<file path="src/rtl/rrg_pkg.sv">
package rrg_pkg;
  localparam int CFG_W  = 5;
  localparam int ANC_W  = 3;
  localparam int DAT_W  = 4;
  localparam int SEL_W  = $clog2(DAT_W);
  localparam int LINE_W = CFG_W + ANC_W + DAT_W;
  localparam int CFG_LO = 0;
  localparam int ANC_LO = CFG_W;
  localparam int DAT_LO = CFG_W + ANC_W;
  localparam int N_ROUTE = 3;
  localparam int N_STAGE = 4 * N_ROUTE + 1;

  typedef logic [LINE_W-1:0] line_t;

  // steering swaps: index i is applied in ascending order on the way in
  function automatic int route_ctl(input int i);
    return (i == 2) ? CFG_LO + 1 : CFG_LO;
  endfunction

  function automatic int route_a(input int i);
    return (i == 1) ? DAT_LO + 2 : DAT_LO;
  endfunction

  function automatic int route_b(input int i);
    case (i)
      0:       return DAT_LO + 1;
      1:       return DAT_LO + 3;
      default: return DAT_LO + 2;
    endcase
  endfunction
endpackage

</file>
<file path="src/rtl/rrg_fredkin.sv">
module rrg_fredkin
  import rrg_pkg::*;
#(
  parameter int CTL    = 0,
  parameter int SWAP_A = DAT_LO,
  parameter int SWAP_B = DAT_LO + 1
) (
  input  line_t line_i,
  output line_t line_o
);
  always_comb begin
    line_o = line_i;
    if (line_i[CTL]) begin
      line_o[SWAP_A] = line_i[SWAP_B];
      line_o[SWAP_B] = line_i[SWAP_A];
    end
  end
endmodule

</file>
<file path="src/rtl/rrg_toffoli.sv">
module rrg_toffoli
  import rrg_pkg::*;
#(
  parameter int          NCTL = 3,
  parameter int          CTL0 = 0,
  parameter int          CTL1 = 0,
  parameter int          CTL2 = 0,
  parameter logic [2:0]  POL  = 3'b111,
  parameter int          TGT  = 0
) (
  input  line_t line_i,
  output line_t line_o
);
  localparam logic [2:0] USED = 3'((1 << NCTL) - 1);

  logic [2:0] hit;
  logic       fire;

  assign hit[0] = (line_i[CTL0] == POL[0]);
  assign hit[1] = (line_i[CTL1] == POL[1]);
  assign hit[2] = (line_i[CTL2] == POL[2]);
  assign fire   = &(hit | ~USED);

  always_comb begin
    line_o      = line_i;
    line_o[TGT] = line_i[TGT] ^ fire;
  end
endmodule

</file>
<file path="src/rtl/rrg_gate4.sv">
module rrg_gate4
  import rrg_pkg::*;
(
  input  logic             clk,
  input  logic             rst,
  input  logic [CFG_W-1:0] cfg_i,
  input  logic [DAT_W-1:0] data_i,
  input  logic [ANC_W-1:0] anc_i,
  output logic [CFG_W-1:0] cfg_o,
  output logic [DAT_W-1:0] data_o,
  output logic [ANC_W-1:0] anc_o
);
  localparam int FEED_BASE = N_ROUTE;
  localparam int CORE_IDX  = 2 * N_ROUTE;
  localparam int REST_BASE = CORE_IDX + 1;
  localparam int BACK_BASE = REST_BASE + N_ROUTE;

  line_t st [0:N_STAGE];

  assign st[0] = {data_i, anc_i, cfg_i};

  genvar gi;
  generate
    for (gi = 0; gi < N_ROUTE; gi++) begin : g_steer
      rrg_fredkin #(.CTL(route_ctl(gi)), .SWAP_A(route_a(gi)), .SWAP_B(route_b(gi)))
        u_fwd (.line_i(st[gi]), .line_o(st[gi + 1]));
      rrg_fredkin #(.CTL(route_ctl(N_ROUTE - 1 - gi)), .SWAP_A(route_a(N_ROUTE - 1 - gi)),
                    .SWAP_B(route_b(N_ROUTE - 1 - gi)))
        u_back (.line_i(st[BACK_BASE + gi]), .line_o(st[BACK_BASE + gi + 1]));
    end

    // ancilla k becomes (not enable) or (control slot k+1)
    for (gi = 0; gi < ANC_W; gi++) begin : g_anc
      rrg_toffoli #(.NCTL(2), .CTL0(CFG_LO + SEL_W + gi), .CTL1(DAT_LO + 1 + gi),
                    .CTL2(0), .POL(3'b001), .TGT(ANC_LO + gi))
        u_feed (.line_i(st[FEED_BASE + gi]), .line_o(st[FEED_BASE + gi + 1]));
      rrg_toffoli #(.NCTL(2), .CTL0(CFG_LO + SEL_W + ANC_W - 1 - gi),
                    .CTL1(DAT_LO + ANC_W - gi), .CTL2(0), .POL(3'b001),
                    .TGT(ANC_LO + ANC_W - 1 - gi))
        u_rest (.line_i(st[REST_BASE + gi]), .line_o(st[REST_BASE + gi + 1]));
    end
  endgenerate

  rrg_toffoli #(.NCTL(3), .CTL0(ANC_LO), .CTL1(ANC_LO + 1), .CTL2(ANC_LO + 2),
                .POL(3'b111), .TGT(DAT_LO))
    u_core (.line_i(st[CORE_IDX]), .line_o(st[CORE_IDX + 1]));

  always_ff @(posedge clk) begin
    if (rst) begin
      cfg_o  <= '0;
      data_o <= '0;
      anc_o  <= '0;
    end else begin
      cfg_o  <= st[N_STAGE][CFG_LO +: CFG_W];
      data_o <= st[N_STAGE][DAT_LO +: DAT_W];
      anc_o  <= st[N_STAGE][ANC_LO +: ANC_W];
    end
  end

  logic past_ok;
  always_ff @(posedge clk) begin
    if (rst) past_ok <= 1'b0;
    else     past_ok <= 1'b1;
  end

  AST_CFG_PASS: assert property (@(posedge clk) disable iff (rst)
    past_ok |-> cfg_o == $past(cfg_i));
  AST_ANC_RESTORED: assert property (@(posedge clk) disable iff (rst)
    past_ok && $past(&anc_i) |-> &anc_o);
  AST_ONE_FLIP_MAX: assert property (@(posedge clk) disable iff (rst)
    past_ok |-> $countones(data_o ^ $past(data_i)) <= 1);
  AST_TARGET_ONLY: assert property (@(posedge clk) disable iff (rst)
    past_ok |-> ((data_o ^ $past(data_i)) &
                 ~({{(DAT_W-1){1'b0}}, 1'b1} << $past(cfg_i[SEL_W-1:0]))) == '0);
  AST_PLAIN_INVERT: assert property (@(posedge clk) disable iff (rst)
    past_ok && $past(cfg_i[CFG_W-1:SEL_W]) == '0 && $past(&anc_i)
      |-> $countones(data_o ^ $past(data_i)) == 1);
endmodule

</file>
<file path="config.mk">
export PLATFORM = sky130hd
export DESIGN_NAME = rrg_gate4
export DESIGN_NICKNAME = d
export VERILOG_FILES = /design/src/rtl/rrg_pkg.sv /design/src/rtl/rrg_fredkin.sv /design/src/rtl/rrg_toffoli.sv /design/src/rtl/rrg_gate4.sv
export SDC_FILE = /design/constraint.sdc
export NUM_CORES = 1
export LEC_CHECK = 0
export BUFFER_PORTS_ARGS = -buffer_cell sky130_fd_sc_hd__buf_2
export CAP_MARGIN = 20
export CORE_MARGIN = 5
export CORE_UTILIZATION = 39
export CTS_CLUSTER_DIAMETER = 120
export DETAILED_ROUTE_END_ITERATION = 16
export PLACE_DENSITY = 0.71
export SETUP_SLACK_MARGIN = 0.5
export SLEW_MARGIN = 20
export SYNTH_ARGS = -nofsm -noshare
export SYNTH_HDL_FRONTEND = slang
export SYNTH_SLANG_ARGS = --single-unit
</file>
<file path="constraint.sdc">
create_clock -name clk -period 2.3 [get_ports clk]
set_input_delay 0.575 -clock clk [delete_from_list [all_inputs] [get_ports clk]]
set_output_delay 0.575 -clock clk [all_outputs]
set_load 0.1 [all_outputs]
</file>
==> flow_metrics.py <==
metrics = {
    "place": {
        "placement.io_buffers": 25,
        "globalplace.congestion": 0.759,
        "dp_hpwl_um": 873,
        "dp.cells": 95,
    },
    "floorplan": {
        "pin_count": 26,
        "die_y_um": 47.7,
        "start_util_pct": 42.2,
        "die_w_um": 47.7,
        "die_area_um2": 2280,
        "design.core.area_um2": 1320,
        "rows": 13,
    },
    "synth": {
        "ys_seq_area_share_pct": 43.2,
        "synth_area_leaders": "dfxtp_1 (43%), nor2b_1 (16%), mux2_1 (8.1%)",
        "synth-main-ff-cell": "dfxtp_1",
        "yosysMostFrequentCell": "nor2b_1",
        "synth_area_per_cell_um2": 9.92,
        "synth_edf_count": 0,
        "ys_seq_elements": 12,
        "synth_top_area_share_pct": 43.2,
        "synth_fp_nets": 70,
        "synth_top_area_cell": "dfxtp_1",
        "postSynthCellCount": 56,
        "netlist_top_cells_count": "nor2b_1 (14), dfxtp_1 (12), nor2_1 (5)",
        "synthDistinctLibCells": 17,
        "synth_warnings": 0,
        "netlist_area_um2": 556,
        "async_reset_ff_share_pct": 0,
    },
    "sta": {
        "worst_slew_margin_rel_pct": 67.5,
        "setup_violations": 0,
        "finalSetupTns_ns": 0,
        "hold_violations": 0,
        "max_freq_mhz": 518,
        "drv_slew": 0,
        "grt_setup_unrepaired": "yes",
        "period_needed_ns": 1.93,
        "finalCritPeriodShare_pct": 83.9,
        "hold_ws_ns": 0.547,
        "worst_pin_slew_ns": 0.491,
    },
    "layout": {
        "fin_cells": 99,
        "drive_above_1_share_pct": 45.2,
        "fin_util_pct": 57.2,
        "finalNetCount": 99,
        "antenna_cells": 0,
        "syn_to_final_growth_pct": 35.6,
    },
    "min_path": {
        "hold_class": "in2reg",
    },
    "worst_setup_path": {
        "crit_slowest_cell": "or4_4",
        "cpPeakStageDelay_ns": 0.54,
        "crit_family": "simple AND/OR/NAND/NOR gates",
        "cp_max_fo": 4,
        "start_kind": "primary input",
        "crit_chain": "buf_8, mux2i_1, and3_1, or4_4, and4b_1, mux2_4",
        "crit_type": "in2reg",
        "endpoint_kind": "register",
        "cp.buffers_inverters": 1,
        "cp.required_ns": 2.47,
        "crit_arrival_ns": 2.10,
    },
    "clocking": {
        "clk_pin_slew_worst_paths_ns": 0.08,
        "htree_levels": 1,
        "cts_buffers": 3,
        "postCtsSetupBuffers": 0,
        "cts.sinks": 12,
        "cts_tree": "built",
        "clk_path_buf_depth": 2,
        "root_buffer": "clkbuf_4",
    },
    "routing": {
        "vias": 474,
        "drc": 0,
        "routed_wl_um": 1070,
        "wl_per_cell_um": 10.8,
        "drt_iter0_markers": 10,
        "dr.pass1.iters": 2,
        "final_antenna_net_count": 0,
        "drt-vias-per-instance": 4.79,
    },
    "pwr": {
        "p_leak_nw": 0.380,
        "power_frac_seq_pct": 40.2,
        "power_frac_comb_pct": 29.8,
        "clkPwrFrac_pct": 30.0,
        "peakVddDrop_uv": 351,
        "p_int_w": 0.000361,
        "p_switching_w": 0.000190,
        "switching_share_pct": 34.5,
        "power_per_cell_area_nw_per_um2": 731,
    },
    "run_status": {
        "status": "completed",
    },
    "global_route": {
        "grt_pass1_wl_um": 1700,
        "grt_max_degree": 17,
        "grt_pass1_vias": 429,
        "track_usage_pct": 10.7,
        "antenna_found_initial": 0,
        "overflow": 0,
    },
    "run": {
        "max_cap_violations": 0,
    },
}
metrics by stage:
stage	power, W	cell area (um2)	setup slack, ns
2_1_floorplan	0.000354	563	0.142
3_3_place_gp	0.000386	696	0.0566
3_5_place_dp	0.000386	696	0.0202
4_1_cts	0.000555	753	0.366
5_1_grt	0.000573	753	0.331
6_report	0.000551	753	0.370
state kept, by name (all words and copies together), names as in the netlist:
name / cells
cfg_o: 5
anc_o: 3
data_o: 4
layer usage:
layer	vias up	track usage (%)	wire length, um	share of wire, %
met2	13	18.5	528	49
li1	250	-	-	-
met1	207	11.7	448	42
met4	0	8.06	37	3.5
met5	-	0	0	0
met3	4	1.50	57	5.3
logic make-up after synthesis:
group                  after synthesis  synth area share (%)
muxes                                8                  15.8
DFF                                 12                  43.2
AOI/OAI and AO/OA                    3                  2.93
buffers and inverters                2                  2.70
and+or+nand+nor                     31                  35.4
cell type report:
cell class | count | area, um2
Timing Repair Buffer | 26 | 143
Clock buffer | 4 | 36.3
Multi-Input combinational cell | 42 | 315
Fill cell | 122 | 564
Sequential cell | 12 | 240
Tap cell | 15 | 18.8
power groups by stage:
stage	clock network, W	logic (W)	registers, W
CTS	0.000168	0.000165	0.000222
global route	0.000177	0.000173	0.000223
finish	0.000165	0.000164	0.000221
floorplan	0	0.0000393	0.000315
global placement	0	0.000159	0.000226
detailed placement	0	0.000159	0.000227
cells in the final DEF (no fill, tap or decap), types with 2 or more instances in the layout:
| master | Yosys | layout |
|---|---|---|
| and4b_1 | 3 | 3 |
| and3_1 | 2 | 2 |
| nand2_1 | 3 | 3 |
| a21oi_1 | 2 | 2 |
| dfxtp_1 | 12 | 12 |
| nor2b_1 | 14 | 14 |
| mux2_2 | 2 | 2 |
| nor2_1 | 5 | 5 |
| mux2_4 | 0 | 4 |
| buf_2 | 0 | 24 |
| mux2i_1 | 2 | 2 |
| clkbuf_4 | 0 | 3 |
path summary, 6_finish.rpt:
| path | endpoint | cells after the start | slack, ns | startpoint |
|---|---|---|---|---|
| max | data_o[1]$_SDFF_PP0_ | 6 | 0.37 | cfg_i[0] |
| min | anc_o[1]$_SDFF_PP0_ | 2 | 0.55 | anc_i[1] |
timing repair:
action	in CTS	in global routing
pin swaps	4	2
setup endpoints to repair	4	4
hold buffers	0	0
gates resized for setup	6	0
(Power assumes the default switching activity.)
